$ cat src/rtl/fetch_trace_decoder.sv
module fetch_trace_decoder #(
  parameter int DW = 16
) (
  input  logic          clk,
  input  logic          rst,
  input  logic          fetch_n,
  input  logic          as_n,
  input  logic          ds_n,
  input  logic          show_cyc,
  input  logic          pipe_adv,
  input  logic [DW-1:0] data_in,
  output logic          fetch_evt,
  output logic          flush_evt,
  output logic [DW-1:0] evt_data,
  output logic          stg_a_vld,
  output logic [DW-1:0] stg_a_dat,
  output logic          stg_b_vld,
  output logic [DW-1:0] stg_b_dat,
  output logic          stg_c_vld,
  output logic [DW-1:0] stg_c_dat,
  output logic          ovf_err
);

  logic strb_q, phase, s1;

  wire strb      = show_cyc ? ds_n : as_n;
  wire start     = strb_q & ~strb & ~phase;
  wire s2        = ~fetch_n;
  wire dec_flush = phase & s1 & s2;
  wire dec_fetch = phase & (s1 ^ s2);
  wire ovf_hit   = dec_fetch & stg_a_vld & ~pipe_adv;
  wire accept    = dec_fetch & ~ovf_hit;

  always_ff @(posedge clk) begin
    if (rst) begin
      strb_q    <= 1'b1;
      phase     <= 1'b0;
      s1        <= 1'b0;
      fetch_evt <= 1'b0;
      flush_evt <= 1'b0;
      evt_data  <= '0;
    end else begin
      strb_q    <= strb;
      fetch_evt <= dec_fetch;
      flush_evt <= dec_flush;
      if (start) begin
        phase <= 1'b1;
        s1    <= ~fetch_n;
      end else begin
        phase <= 1'b0;
      end
      if (phase) evt_data <= data_in;
    end
  end

  always_ff @(posedge clk) begin
    if (rst) begin
      stg_a_vld <= 1'b0;
      stg_b_vld <= 1'b0;
      stg_c_vld <= 1'b0;
      stg_a_dat <= '0;
      stg_b_dat <= '0;
      stg_c_dat <= '0;
      ovf_err   <= 1'b0;
    end else if (dec_flush) begin
      stg_a_vld <= 1'b1;
      stg_a_dat <= data_in;
      stg_b_vld <= 1'b0;
      stg_c_vld <= 1'b0;
    end else if (ovf_hit) begin
      ovf_err <= 1'b1;
    end else begin
      if (pipe_adv) begin
        stg_c_vld <= stg_b_vld;
        stg_c_dat <= stg_b_dat;
        stg_b_vld <= stg_a_vld;
        stg_b_dat <= stg_a_dat;
        stg_a_vld <= 1'b0;
      end
      if (accept) begin
        stg_a_vld <= 1'b1;
        stg_a_dat <= data_in;
      end
    end
  end


  evt_excl_chk: assert property (@(posedge clk) disable iff (rst)
    $onehot0({fetch_evt, flush_evt}));


  evt_gap_chk: assert property (@(posedge clk) disable iff (rst)
    (fetch_evt || flush_evt) |=> !(fetch_evt || flush_evt));


  flush_model_chk: assert property (@(posedge clk) disable iff (rst)
    flush_evt |-> (stg_a_vld && !stg_b_vld && !stg_c_vld && stg_a_dat == evt_data));


  ovf_sticky_chk: assert property (@(posedge clk) disable iff (rst)
    ovf_err |=> ovf_err);


  fetch_fill_chk: assert property (@(posedge clk) disable iff (rst)
    fetch_evt |-> stg_a_vld);

endmodule

$ cat config.mk
export PLATFORM = sky130hd
export DESIGN_NAME = fetch_trace_decoder
export DESIGN_NICKNAME = d
export VERILOG_FILES = /design/src/rtl/fetch_trace_decoder.sv
export SDC_FILE = /design/constraint.sdc
export NUM_CORES = 1
export LEC_CHECK = 0
export ABC_AREA = 1
export CAP_MARGIN = 20
export CORE_ASPECT_RATIO = 1.4
export CORE_UTILIZATION = 30
export CTS_CLUSTER_DIAMETER = 30
export DETAILED_ROUTE_END_ITERATION = 10
export RECOVER_POWER = 100
export SYNTH_ARGS = -nofsm -noshare
export SYNTH_HDL_FRONTEND = slang
export SYNTH_SLANG_ARGS = --single-unit
$ cat constraint.sdc
create_clock -name clk -period 1.45 [get_ports clk]
set_clock_uncertainty 0.05 [all_clocks]
set_input_delay 0.435 -clock clk [delete_from_list [all_inputs] [get_ports clk]]
set_output_delay 0.435 -clock clk [all_outputs]
set_load 0.03 [all_outputs]
; Word level (Yosys, flattened, before mapping)
; Index checks and enable logic that the tools add are counted.
[totals]
regBits = 73
inputBits = 23
output_inout_bits = 70
word_cells = 46
[classes]
eq_ne = 1
mux = 9
bitwise_logic = 15
reduce_logical = 8
[ops]
columns = cell, n
row1 = 16-bit 2-to-1 mux, 3
row2 = 1-bit AND, 8
row3 = 2-bit AND reduction, 4
row4 = 1-bit 2-to-1 mux, 6
row5 = 1-bit inverter, 6
row6 = 3-bit AND reduction, 1
row7 = 3-bit nonzero test, 1
row8 = 2-bit inequality test (second input constant), 1
row9 = 2-bit nonzero test, 1
row10 = 2-bit OR reduction, 1
row11 = 1-bit bitwise XOR, 1

; Longest topological paths before layout
; Gate-level depths: netlist (run 1).
[depth]
word_depth = 10
ltp_mapped = 7
depth_no_buf = 6

; Worst setup path before layout (run 1)
; No wires, ideal clock.
[synth_path]
kind = register -> register
from = register stg_a_vld
to = register stg_a_dat[10]
setup_ps = 115
arrival_time_ps = 1101
t_required_ps = 1285
slack_ps = 184
stages_incl_launch_ff = 7
path_buffers = 1
period_less_slack_ps = 1266
path_cell_list = dfxtp_1 -> nand2_1 -> nand3_2 -> buf_2 -> nand3_1 -> nand2_1 -> nor2_1
[synth_via]
elab_chain_cells = 6
word_cells_on_any_way = 7
cone_classes = eq/ne (1) / bitwise (4) / reduce/logical (2)
[synth_lines]
columns = item, line_no
row1 = start: declaration, 15  ; output logic stg_a_vld,
row2 = start signal: assignment, 58  ; stg_a_vld <= 1'b0;
row3 = start signal: assignment, 66  ; stg_a_vld <= 1'b1;
row4 = start signal: assignment, 78  ; stg_a_vld <= 1'b0;
row5 = 1-bit AND * (2 in series), 31  ; wire ovf_hit = dec_fetch & stg_a_vld & ~pipe_adv;
row6 = 1-bit inverter (no source line), n/a
row7 = 1-bit AND, 32  ; wire accept = dec_fetch & ~ovf_hit;
row8 = 2-bit nonzero test (no source line), n/a
row9 = 2-bit AND reduction (no source line) *, n/a
row10 = end signal: assignment, 67  ; stg_a_dat <= data_in;
row11 = end signal: assignment, 82  ; stg_a_dat <= data_in;
row12 = end: declaration, 16  ; output logic [DW-1:0] stg_a_dat,
; Every way passes the cells marked *; elsewhere a longest branch is shown, timed or not.
; A chain may end at the register's enable or synchronous reset.

; Final worst setup path (run 1)
[layout_path]
from = input port fetch_n
to = register stg_a_dat[3]
[layout_via]
elab_chain_cells = 9
word_cells_on_any_way = 12
cone_classes = eq/ne (1) / mux (1) / bitwise (8) / reduce/logical (2)
[layout_lines]
columns = item, line_no
row1 = start: declaration, 6  ; input logic fetch_n,
row2 = 1-bit inverter *, 28  ; wire s2 = ~fetch_n;
row3 = 1-bit bitwise XOR, 30  ; wire dec_fetch = phase & (s1 ^ s2);
row4 = 1-bit AND, 30
row5 = 1-bit AND (2 in series), 31
row6 = 1-bit inverter (no source line), n/a
row7 = 1-bit AND, 32
row8 = 2-bit nonzero test (no source line), n/a
row9 = 2-bit AND reduction (no source line), n/a
; Marks and branches as above.

==> impl_metrics.xml, run 1 <==
<?xml version="1.0" encoding="UTF-8"?>
<metrics>
  <group name="finish">
    <metric name="layout.nets" unit="">478</metric>
    <metric name="insertedDiodeCount" unit="">0</metric>
    <metric name="final_design_area_no_fill" unit="sq mm">0.00390</metric>
    <metric name="area.growth.synth_to_final" unit="%">45.7</metric>
    <metric name="proportion_of_layout_cells_with_a_drive_suffix_above_1" unit="%">25.2</metric>
  </group>
  <group name="sta">
    <metric name="timing.final.max_slew_violations" unit="">0</metric>
    <metric name="max_slew.worst_pin.slew" unit="ns">0.515</metric>
    <metric name="timing.slew.headroom" unit="%">65.7</metric>
    <metric name="clock.fmax" unit="GHz">0.706</metric>
    <metric name="setup_viol" unit="">0</metric>
    <metric name="timing_hold_violations_final" unit="">0</metric>
    <metric name="layout_min_cycle_time" unit="ns">1.42</metric>
    <metric name="setup_repair_after_global_routing_missed_its_margin" unit="">true</metric>
    <metric name="fin_tns_setup" unit="ns">0</metric>
    <metric name="timing.final.crit_share" unit="%">97.7</metric>
  </group>
  <group name="global_routing">
    <metric name="globalRouteTotalUtil" unit="%">14.8</metric>
    <metric name="first_global_vias" unit="">2130</metric>
    <metric name="grt_overflow_total" unit="">0</metric>
    <metric name="pin_count_of_the_biggest_net_entering_global_routing" unit="">35</metric>
    <metric name="antenna_found_initial" unit="">0</metric>
    <metric name="first_pass_grt_wire_length" unit="mm">10.5</metric>
  </group>
  <group name="critical_path">
    <metric name="worst_ep_required_time" unit="ns">1.63</metric>
    <metric name="cp_max_fo" unit="">16</metric>
    <metric name="crit_type" unit="">input pin to flop</metric>
    <metric name="cell_count_of_the_worst_reg_to_reg_path" unit="">5</metric>
    <metric name="worstSetupEndpointType" unit="">flop</metric>
    <metric name="critical_path.startpoint_type" unit="">input pin</metric>
    <metric name="critPathArrivalTime" unit="ns">1.60</metric>
  </group>
  <group name="route">
    <metric name="route.vias.total" unit="">2549</metric>
    <metric name="route.detailed.wl_per_inst" unit="um">12.0</metric>
    <metric name="drtPass1Iterations" unit="">4</metric>
    <metric name="drt_iter0_drc" unit="">92</metric>
    <metric name="route.final.wire_length" unit="mm">6.78</metric>
    <metric name="antenna_violating_nets_post_route" unit="">0</metric>
    <metric name="drc_errors" unit="">0</metric>
    <metric name="viasPerCell" unit="">4.51</metric>
  </group>
  <group name="yosys">
    <metric name="synth_enable_flop_cells" unit="">0</metric>
    <metric name="synth_seq_cells" unit="">73</metric>
    <metric name="synth_top_cells_by_area" unit="">sky130_fd_sc_hd__dfxtp_1, sky130_fd_sc_hd__nor2_1, sky130_fd_sc_hd__o21ai_0, sky130_fd_sc_hd__nand2_1, sky130_fd_sc_hd__a21oi_1</metric>
    <metric name="yosysWarnings" unit="">0</metric>
    <metric name="yosys_most_used_dff" unit="">sky130_fd_sc_hd__dfxtp_1</metric>
    <metric name="synth_largest_type_area_fraction" unit="%">54.6</metric>
    <metric name="async_reset_ff_share" unit="%">0</metric>
    <metric name="synth-seq-area-share" unit="%">54.6</metric>
    <metric name="total_nets_after_synthesis" unit="">380</metric>
    <metric name="syn_area" unit="sq mm">0.00268</metric>
    <metric name="post-synth-top-count-cell" unit="">sky130_fd_sc_hd__nor2_1</metric>
    <metric name="post_synth_inst_count" unit="">357</metric>
    <metric name="netlist.top_cell.by_area" unit="">sky130_fd_sc_hd__dfxtp_1</metric>
    <metric name="synth_cell_type_count" unit="">16</metric>
    <metric name="syn-mean-instance-area" unit="sq um">7.50</metric>
    <metric name="netlist_top_cells_count" unit="">sky130_fd_sc_hd__nor2_1, sky130_fd_sc_hd__dfxtp_1, sky130_fd_sc_hd__o21ai_0</metric>
  </group>
  <group name="clock_network">
    <metric name="max-clock-path-buffers" unit="">2</metric>
    <metric name="root_buffer" unit="">sky130_fd_sc_hd__clkbuf_16</metric>
    <metric name="clkTransAtPathRegs" unit="ns">0.06</metric>
    <metric name="ctsHtreeMaxLevel" unit="">3</metric>
    <metric name="clk_latency" unit="ns">0.33</metric>
    <metric name="cts_made_buffers" unit="">9</metric>
    <metric name="cts_tree" unit="">built</metric>
    <metric name="clock_sinks" unit="">73</metric>
    <metric name="cts_hold_repair.buffers" unit="">0</metric>
  </group>
  <group name="die">
    <metric name="die_area" unit="sq mm">0.00931</metric>
    <metric name="placementRows" unit="">40</metric>
    <metric name="design.portCount" unit="">93</metric>
    <metric name="initial_utilization" unit="%">31.1</metric>
    <metric name="chipHeight" unit="um">114</metric>
    <metric name="die_span_x" unit="um">81.8</metric>
    <metric name="core_area" unit="sq mm">0.00861</metric>
  </group>
  <group name="placement">
    <metric name="io_buffers" unit="">92</metric>
    <metric name="post-dp-hpwl" unit="mm">4.59</metric>
    <metric name="dpl-instance-area" unit="sq mm">0.00360</metric>
    <metric name="gp_routability_congestion" unit="">0.784</metric>
  </group>
  <group name="hold_path">
    <metric name="min_delay_path_depth" unit="">2</metric>
    <metric name="hold_crit_path_type" unit="">flop to flop</metric>
  </group>
  <group name="outcome">
    <metric name="status" unit="">completed</metric>
  </group>
  <group name="power">
    <metric name="power_leakage" unit="uW">0.00189</metric>
    <metric name="ir_drop" unit="uV">772</metric>
    <metric name="power-per-cell-area" unit="mW/mm^2">1380</metric>
  </group>
  <group name="run">
    <metric name="drv.max_cap_violation_count" unit="">0</metric>
  </group>
</metrics>
[critical path, cell delays in order]
cell                              delay [ns]
sky130_fd_sc_hd__clkdlybuf4s50_1        0.42
sky130_fd_sc_hd__buf_4                  0.14
sky130_fd_sc_hd__nand2_2                0.09
sky130_fd_sc_hd__nand3_4                0.12
sky130_fd_sc_hd__clkbuf_16              0.21
sky130_fd_sc_hd__a21oi_2                0.13
sky130_fd_sc_hd__nor2_1                 0.05
[metrics by stage]
stage | worst slack (ns) | hold slack, ns | utilization [%] | power, uW | instances
after global placement | -0.381 | 0.382 | 41.8 | 3130 | 547
final | 0.0332 | 0.399 | 45.3 | 5370 | 565
after floorplan | 0.184 | 0.371 | - | 2770 | 357
after global routing | -0.0105 | 0.422 | 45.3 | 5610 | 565
after CTS | 0.0248 | 0.403 | 45.6 | 5450 | 563
after detailed placement | -0.388 | 0.394 | 41.8 | 3140 | 547
[report_power, final]
group	internal (uW)	total, uW	switching (uW)
sequential	2140	2230	91.0
combinational	309	844	535
clock	1470	2290	823
total	3920	5370	1450
[final timing paths]
check	start	end	slack, ns
setup / recovery	fetch_n	stg_a_dat[3]	0.03
hold / removal	strb_q	phase	0.40
setup reg to reg	phase	stg_a_dat[3]	0.18
hold reg to reg	strb_q	phase	0.40
[placed cells by master, fill, tap and decap left out, drive strengths merged]
master	Yosys	layout
a21oi	21	21
nor3	1	1
bufinv	0	1
buf	16	36
dlymetal6s2s	0	1
a211oi	1	1
nor2	115	115
nand2	30	30
o21ai	49	49
dfxtp	73	73
clkinvlp	0	2
clkinv	0	1
clkbuf	6	63
nand3	20	20
clkdlybuf4s50	0	21
inv	25	25
[cell type report]
class / instances / area, sq um
inverter: 25 / 98.8
multi-input combinational: 237 / 1060
tap: 105 / 131
sequential: 73 / 1460
clock buffer: 12 / 267
fill: 914 / 4710
clock inverter: 4 / 50.0
timing repair buffer: 109 / 833
[state kept, by name, indices dropped and copies added, names as in the netlist]
register	count
strb_q	1
fetch_evt	1
stg_a_vld	1
s1	1
stg_b_vld	1
stg_c_dat	16
evt_data	16
stg_a_dat	16
flush_evt	1
stg_b_dat	16
phase	1
ovf_err	1
stg_c_vld	1
[metal layers]
| layer | vias up | global-route usage, % | wire length (um) |
|---|---|---|---|
| met2 | 70 | 21.9 | 3250 |
| met5 | - | 0 | 0 |
| met3 | 10 | 3.20 | 288 |
| met4 | 0 | 8.89 | 164 |
| li1 | 1329 | - | - |
| met1 | 1140 | 19.5 | 3070 |
[repair_timing]
item | CTS | global route
cloned | 0 | 2
setup endpoints to repair | 32 | 51
gates resized for setup | 1 | 32
buffers inserted | 0 | 0
pin swaps | 0 | 1
[logic make-up (layout without fill, tap and decap cells)]
group,after synthesis,in the layout,share of synthesized area (%)
AO/OA/AOI/OAI,71,71,13.4
buffers and inverters,47,150,7.29
flip-flops,73,73,54.6
AND/OR/NAND/NOR,166,166,24.7
Power figures use the tool's default switching activity.
==> inputs of run 2 (changes only) <==
--- a/config.mk
+++ b/config.mk
@@ -8,9 +8,10 @@
 export ABC_AREA = 1
 export CAP_MARGIN = 20
 export CORE_ASPECT_RATIO = 1.4
-export CORE_UTILIZATION = 30
+export CORE_UTILIZATION = 44
 export CTS_CLUSTER_DIAMETER = 30
 export DETAILED_ROUTE_END_ITERATION = 10
+export PLACE_DENSITY = 0.78
 export RECOVER_POWER = 100
 export SYNTH_ARGS = -nofsm -noshare
 export SYNTH_HDL_FRONTEND = slang
==> run 2 against run 1 <==
Against the previous run: hold slack gained 0.0054 ns; combinational power down 4.4%; critical endpoint is now stg_c_dat[3]; via count fell by 2.5%; clock power decreased by 33%.
==> impl_metrics.xml, run 2 (same netlist as run 1, synthesis figures left out) <==
<?xml version="1.0" encoding="UTF-8"?>
<metrics>
  <group name="outcome">
    <metric name="status" unit="">completed</metric>
  </group>
  <group name="route">
    <metric name="antenna_violating_nets_post_route" unit="">0</metric>
    <metric name="drt_iter0_drc" unit="">112</metric>
    <metric name="route.vias.total" unit="">2485</metric>
    <metric name="route.final.wire_length" unit="mm">6.05</metric>
    <metric name="drtPass1Iterations" unit="">4</metric>
    <metric name="drc_errors" unit="">0</metric>
    <metric name="viasPerCell" unit="">4.72</metric>
    <metric name="route.detailed.wl_per_inst" unit="um">11.5</metric>
  </group>
  <group name="sta">
    <metric name="max_slew.worst_pin.slew" unit="ns">0.472</metric>
    <metric name="hold-worst-slack" unit="ns">0.405</metric>
    <metric name="clock.fmax" unit="GHz">0.700</metric>
    <metric name="layout_setup_ws" unit="ns">0.0204</metric>
    <metric name="timing_hold_violations_final" unit="">0</metric>
    <metric name="fin_tns_setup" unit="ns">0</metric>
    <metric name="setup_viol" unit="">0</metric>
    <metric name="timing.slew.headroom" unit="%">68.5</metric>
    <metric name="setup_repair_after_global_routing_missed_its_margin" unit="">true</metric>
    <metric name="timing.final.crit_share" unit="%">98.6</metric>
    <metric name="timing.final.max_slew_violations" unit="">0</metric>
    <metric name="layout_min_cycle_time" unit="ns">1.43</metric>
  </group>
  <group name="finish">
    <metric name="n_fill_cell" unit="">555</metric>
    <metric name="mostFrequentLayoutCells" unit="">sky130_fd_sc_hd__nor2_1, sky130_fd_sc_hd__dfxtp_1, sky130_fd_sc_hd__clkbuf_2, sky130_fd_sc_hd__o21ai_0, sky130_fd_sc_hd__nand2_1</metric>
    <metric name="layout_commonest_cell" unit="">sky130_fd_sc_hd__nor2_1</metric>
    <metric name="finish.cell_count_without_fillers" unit="">526</metric>
    <metric name="proportion_of_layout_cells_with_a_drive_suffix_above_1" unit="%">23.0</metric>
    <metric name="insertedDiodeCount" unit="">0</metric>
    <metric name="area.growth.synth_to_final" unit="%">36.1</metric>
    <metric name="layout.nets" unit="">474</metric>
  </group>
  <group name="global_routing">
    <metric name="grt_use_met1" unit="%">24.7</metric>
    <metric name="first_pass_grt_wire_length" unit="mm">9.58</metric>
    <metric name="grt_busiest_layer" unit="">met2</metric>
    <metric name="global_route_track_usage_on_met2" unit="%">30.9</metric>
    <metric name="grt_overflow_total" unit="">0</metric>
    <metric name="pin_count_of_the_biggest_net_entering_global_routing" unit="">34</metric>
    <metric name="global_route.usage.met3" unit="%">5.70</metric>
    <metric name="antenna_found_initial" unit="">0</metric>
    <metric name="globalRouteTotalUtil" unit="%">20.1</metric>
    <metric name="first_global_vias" unit="">2129</metric>
  </group>
  <group name="die">
    <metric name="initial_utilization" unit="%">45.6</metric>
    <metric name="design.portCount" unit="">93</metric>
    <metric name="die_area" unit="sq mm">0.00640</metric>
    <metric name="placementRows" unit="">33</metric>
    <metric name="core_area" unit="sq mm">0.00586</metric>
    <metric name="chipHeight" unit="um">94.3</metric>
    <metric name="die_span_x" unit="um">67.9</metric>
  </group>
  <group name="clock_network">
    <metric name="clk_latency" unit="ns">0.34</metric>
    <metric name="ctsHtreeMaxLevel" unit="">3</metric>
    <metric name="max-clock-path-buffers" unit="">2</metric>
    <metric name="clock_sinks" unit="">73</metric>
    <metric name="root_buffer" unit="">sky130_fd_sc_hd__clkbuf_8</metric>
    <metric name="clkTransAtPathRegs" unit="ns">0.08</metric>
    <metric name="cts_tree" unit="">built</metric>
    <metric name="cts_hold_repair.buffers" unit="">0</metric>
    <metric name="cts_made_buffers" unit="">9</metric>
  </group>
  <group name="critical_path">
    <metric name="slowest_stage" unit="">sky130_fd_sc_hd__clkdlybuf4s50_1</metric>
    <metric name="reg2reg_slack" unit="ns">0.17</metric>
    <metric name="worstSetupEndpointType" unit="">flop</metric>
    <metric name="crit_type" unit="">input pin to flop</metric>
    <metric name="cpPeakStageDelay" unit="ns">0.47</metric>
    <metric name="worstPathBufferInverterCount" unit="">3</metric>
    <metric name="critPathArrivalTime" unit="ns">1.61</metric>
    <metric name="critical_path.startpoint_type" unit="">input pin</metric>
    <metric name="cp_top_family" unit="">buffers and inverters</metric>
    <metric name="cp_max_fo" unit="">32</metric>
    <metric name="path_cells" unit="">clkdlybuf4s50_1 &gt; inv_1 &gt; nand3_2 &gt; nand2_2 &gt; buf_12 &gt; o21ai_0 &gt; nor2_1</metric>
    <metric name="worst_ep_required_time" unit="ns">1.64</metric>
  </group>
  <group name="power">
    <metric name="power-per-cell-area" unit="mW/mm^2">1250</metric>
    <metric name="power_leakage" unit="uW">0.00179</metric>
    <metric name="ir_drop" unit="uV">1040</metric>
    <metric name="fin_total_pwr" unit="uW">4570</metric>
  </group>
  <group name="placement">
    <metric name="place.detailed.instances" unit="">510</metric>
    <metric name="io_buffers" unit="">92</metric>
    <metric name="post-dp-hpwl" unit="mm">4.23</metric>
    <metric name="post-place-ws" unit="ns">-0.427</metric>
    <metric name="gp_routability_congestion" unit="">0.746</metric>
  </group>
  <group name="run">
    <metric name="drv.max_cap_violation_count" unit="">0</metric>
  </group>
  <group name="hold_path">
    <metric name="hold_crit_path_type" unit="">flop to flop</metric>
  </group>
</metrics>
## run 2: worst min-delay path, cell delays in order, from the launching register on
cell and delay (ns):
sky130_fd_sc_hd__dfxtp_1 0.31, sky130_fd_sc_hd__nand2_1 0.06, sky130_fd_sc_hd__nand2_1 0.05
## run 2: metrics by stage
step           utilization (%)  instance area [sq um]
2_1_floorplan                -                   2680
3_3_place_gp              60.5                   3550
3_5_place_dp              60.5                   3550
4_1_cts                   64.0                   3750
5_1_grt                   62.1                   3640
6_report                  62.1                   3640
## run 2: final cells by class
class / instances / area (sq um) / share of cell area, %
multi-input combinational: 237 / 1020 / 28.1
timing repair buffer: 105 / 777 / 21.3
inverter: 25 / 98.8 / 2.71
tap: 70 / 87.6 / 2.40
clock inverter: 6 / 57.6 / 1.58
sequential: 73 / 1460 / 40.1
clock buffer: 10 / 138 / 3.78
## run 2: routing by layer
| metal | vias up | wire length (um) |
|---|---|---|
| met5 | - | 0 |
| li1 | 1323 | - |
| met1 | 1083 | 2710 |
| met2 | 69 | 2920 |
| met4 | 0 | 117 |
| met3 | 10 | 298 |
## run 2: final timing paths
check | cells after the start | start | to
worst max-delay path | 7 | fetch_n | stg_c_dat[3]
worst min-delay path | 2 | ovf_err | ovf_err
worst max register to register | 5 | phase | stg_c_dat[13]
worst min register to register | 2 | ovf_err | ovf_err
## run 2: repair_timing
item / 4_1_cts / 5_1_grt
pin swaps: 0 / 0
buffers inserted: 0 / 0
setup endpoints to repair: 35 / 36
gates cloned: 0 / 0
resized for setup: 11 / 17
## run 2: power by group
group,switching (uW),internal [uW]
combinational,518,289
sequential,87.8,2140
clock,710,829
total,1320,3260
==> inputs of run 3 (changes only) <==
--- a/config.mk
+++ b/config.mk
@@ -13,6 +13,7 @@
 export DETAILED_ROUTE_END_ITERATION = 10
 export PLACE_DENSITY = 0.78
 export RECOVER_POWER = 100
+export REMOVE_ABC_BUFFERS = 1
 export SYNTH_ARGS = -nofsm -noshare
 export SYNTH_HDL_FRONTEND = slang
 export SYNTH_SLANG_ARGS = --single-unit
==> run 3 against run 2 <==
Against the previous run: power rose by 5.4%; register-to-register slack barely moved; core utilization is 0.98 points higher; largest power group unchanged; via count increased by 3.7%; global-route usage up 0.82 points; flip-flop and latch count did not move; critical path depth decreased by 6.
==> impl_metrics.xml, run 3 (same netlist as run 1, synthesis figures left out) <==
<?xml version="1.0" encoding="UTF-8"?>
<metrics>
  <group name="outcome">
    <metric name="status" unit="">completed</metric>
  </group>
  <group name="route">
    <metric name="route.final.wire_length" unit="mm">6.46</metric>
    <metric name="drtPass1Iterations" unit="">4</metric>
    <metric name="drc_errors" unit="">0</metric>
    <metric name="viasPerCell" unit="">4.87</metric>
    <metric name="antenna_violating_nets_post_route" unit="">0</metric>
    <metric name="route.vias.total" unit="">2577</metric>
    <metric name="drt_iter0_drc" unit="">135</metric>
    <metric name="route.detailed.wl_per_inst" unit="um">12.2</metric>
  </group>
  <group name="clock_network">
    <metric name="cts_tree" unit="">built</metric>
    <metric name="clock_sinks" unit="">73</metric>
    <metric name="cts_made_buffers" unit="">9</metric>
    <metric name="clkTransAtPathRegs" unit="ns">0.08</metric>
    <metric name="max-clock-path-buffers" unit="">2</metric>
    <metric name="root_buffer" unit="">sky130_fd_sc_hd__clkbuf_8</metric>
    <metric name="post_cts_setup_repair_buffer_count" unit="">0</metric>
    <metric name="ctsHtreeMaxLevel" unit="">3</metric>
    <metric name="clk_latency" unit="ns">0.34</metric>
    <metric name="cts_hold_repair.buffers" unit="">0</metric>
  </group>
  <group name="die">
    <metric name="die_area" unit="sq mm">0.00640</metric>
    <metric name="chipHeight" unit="um">94.3</metric>
    <metric name="core_area" unit="sq mm">0.00586</metric>
    <metric name="die_span_x" unit="um">67.9</metric>
    <metric name="placementRows" unit="">33</metric>
    <metric name="design.portCount" unit="">93</metric>
    <metric name="initial_utilization" unit="%">45.6</metric>
  </group>
  <group name="finish">
    <metric name="mostFrequentLayoutCells" unit="">sky130_fd_sc_hd__nor2_1, sky130_fd_sc_hd__dfxtp_1, sky130_fd_sc_hd__o21ai_0, sky130_fd_sc_hd__nand2_1, sky130_fd_sc_hd__clkbuf_2</metric>
    <metric name="final_design_area_no_fill" unit="sq mm">0.00370</metric>
    <metric name="n_fill_cell" unit="">559</metric>
    <metric name="proportion_of_layout_cells_with_a_drive_suffix_above_1" unit="%">24.0</metric>
    <metric name="insertedDiodeCount" unit="">0</metric>
    <metric name="area.growth.synth_to_final" unit="%">38.3</metric>
    <metric name="layout.core_utilization" unit="%">63.1</metric>
    <metric name="layout.nets" unit="">477</metric>
    <metric name="layout_commonest_cell" unit="">sky130_fd_sc_hd__nor2_1</metric>
  </group>
  <group name="global_routing">
    <metric name="pin_count_of_the_biggest_net_entering_global_routing" unit="">70</metric>
    <metric name="antenna_found_initial" unit="">0</metric>
    <metric name="globalRouteTotalUtil" unit="%">20.9</metric>
    <metric name="grt_overflow_total" unit="">0</metric>
    <metric name="first_global_vias" unit="">2227</metric>
    <metric name="first_pass_grt_wire_length" unit="mm">10.1</metric>
  </group>
  <group name="sta">
    <metric name="layout_setup_ws" unit="ns">0.0492</metric>
    <metric name="timing.final.max_slew_violations" unit="">0</metric>
    <metric name="layout_min_cycle_time" unit="ns">1.40</metric>
    <metric name="hold-worst-slack" unit="ns">0.401</metric>
    <metric name="clock.fmax" unit="GHz">0.714</metric>
    <metric name="timing.final.crit_share" unit="%">96.6</metric>
    <metric name="timing_hold_violations_final" unit="">0</metric>
    <metric name="max_slew.worst_pin.slew" unit="ns">0.536</metric>
    <metric name="setup_repair_after_global_routing_missed_its_margin" unit="">false</metric>
    <metric name="timing.slew.headroom" unit="%">64.2</metric>
    <metric name="setup_viol" unit="">0</metric>
  </group>
  <group name="power">
    <metric name="power_leakage" unit="uW">0.00181</metric>
    <metric name="ir_drop" unit="uV">884</metric>
    <metric name="fin_total_pwr" unit="uW">4820</metric>
    <metric name="power-per-cell-area" unit="mW/mm^2">1300</metric>
  </group>
  <group name="critical_path">
    <metric name="cp_max_fo" unit="">3</metric>
    <metric name="critPathArrivalTime" unit="ns">0.92</metric>
    <metric name="critical_path.startpoint_type" unit="">flop</metric>
    <metric name="cp_top_family" unit="">flip-flops</metric>
    <metric name="path_cells" unit="">clkbuf_4</metric>
    <metric name="crit_type" unit="">flop to output pin</metric>
    <metric name="worst_ep_required_time" unit="ns">0.97</metric>
    <metric name="slowest_stage" unit="">sky130_fd_sc_hd__dfxtp_1</metric>
    <metric name="worstPathBufferInverterCount" unit="">1</metric>
    <metric name="worstSetupEndpointType" unit="">output pin</metric>
    <metric name="cpPeakStageDelay" unit="ns">0.37</metric>
  </group>
  <group name="hold_path">
    <metric name="hold_crit_path_type" unit="">flop to flop</metric>
  </group>
  <group name="run">
    <metric name="drv.max_cap_violation_count" unit="">0</metric>
  </group>
  <group name="placement">
    <metric name="dpl-instance-area" unit="sq mm">0.00359</metric>
    <metric name="post-dp-hpwl" unit="mm">4.40</metric>
    <metric name="gp_routability_congestion" unit="">0.820</metric>
    <metric name="post-place-ws" unit="ns">-0.370</metric>
    <metric name="io_buffers" unit="">92</metric>
  </group>
</metrics>
-- run 3: cell types whose count changed in the layout (fill, tap and decap cells not counted), sizes merged --
cell	change
buf	+16
bufinv	+1
clkbuf	-13
clkdlybuf4s50	+1
clkinv	-2
clkinvlp	+2
dlygate4sd3	-1
inv	-1
-- run 3: final timing paths --
path                            cells past startpoint           end  slack [ns]    startpoint
worst max-delay path                                1  stg_a_dat[6]        0.05  stg_a_dat[6]
worst min-delay path                                2         phase        0.40        strb_q
worst max register to register                      4   evt_data[4]        0.16         phase
worst min register to register                      2         phase        0.40        strb_q
-- run 3: where the power goes --
group          switching [uW]  internal [uW]
Sequential               87.5           2140
Combinational             530            291
Clock                     756           1020
-- run 3: worst reg2reg max path: stages (launching register included) --
cell and delay (ns):
sky130_fd_sc_hd__dfxtp_1 0.40, sky130_fd_sc_hd__buf_4 0.22, sky130_fd_sc_hd__inv_1 0.27, sky130_fd_sc_hd__nor2_1 0.18, sky130_fd_sc_hd__nor2_1 0.06
-- run 3: cell type report --
type / count / area, sq um / area share [%]
flip-flops and latches: 73 / 1460 / 39.5
multi-input cells: 237 / 1050 / 28.4
repair buffers: 108 / 779 / 21.1
clock buffers: 10 / 138 / 3.72
inverters: 25 / 93.8 / 2.54
clock inverters: 6 / 91.3 / 2.47
well taps: 70 / 87.6 / 2.37
-- run 3: per-layer routing --
| layer | up-vias | share of wire [%] | track usage (%) |
|---|---|---|---|
| met4 | 0 | 2.2 | 11.1 |
| met3 | 12 | 4.2 | 4.85 |
| met2 | 70 | 51 | 34.3 |
| met1 | 1166 | 42 | 24.6 |
| li1 | 1329 | - | - |
| met5 | - | 0 | 0 |
-- run 3: through the flow --
stage / cells / setup TNS (ns)
floorplan: 335 / -27.49
global placement: 512 / -15.40
detailed placement: 512 / -17.67
CTS: 528 / 0
global route: 529 / 0
finish: 529 / 0
-- run 3: what timing repair did --
| item | in CTS | in global routing |
|---|---|---|
| resized for setup | 3 | 12 |
| endpoints found under the setup margin | 1 | 28 |
| cloned | 0 | 1 |
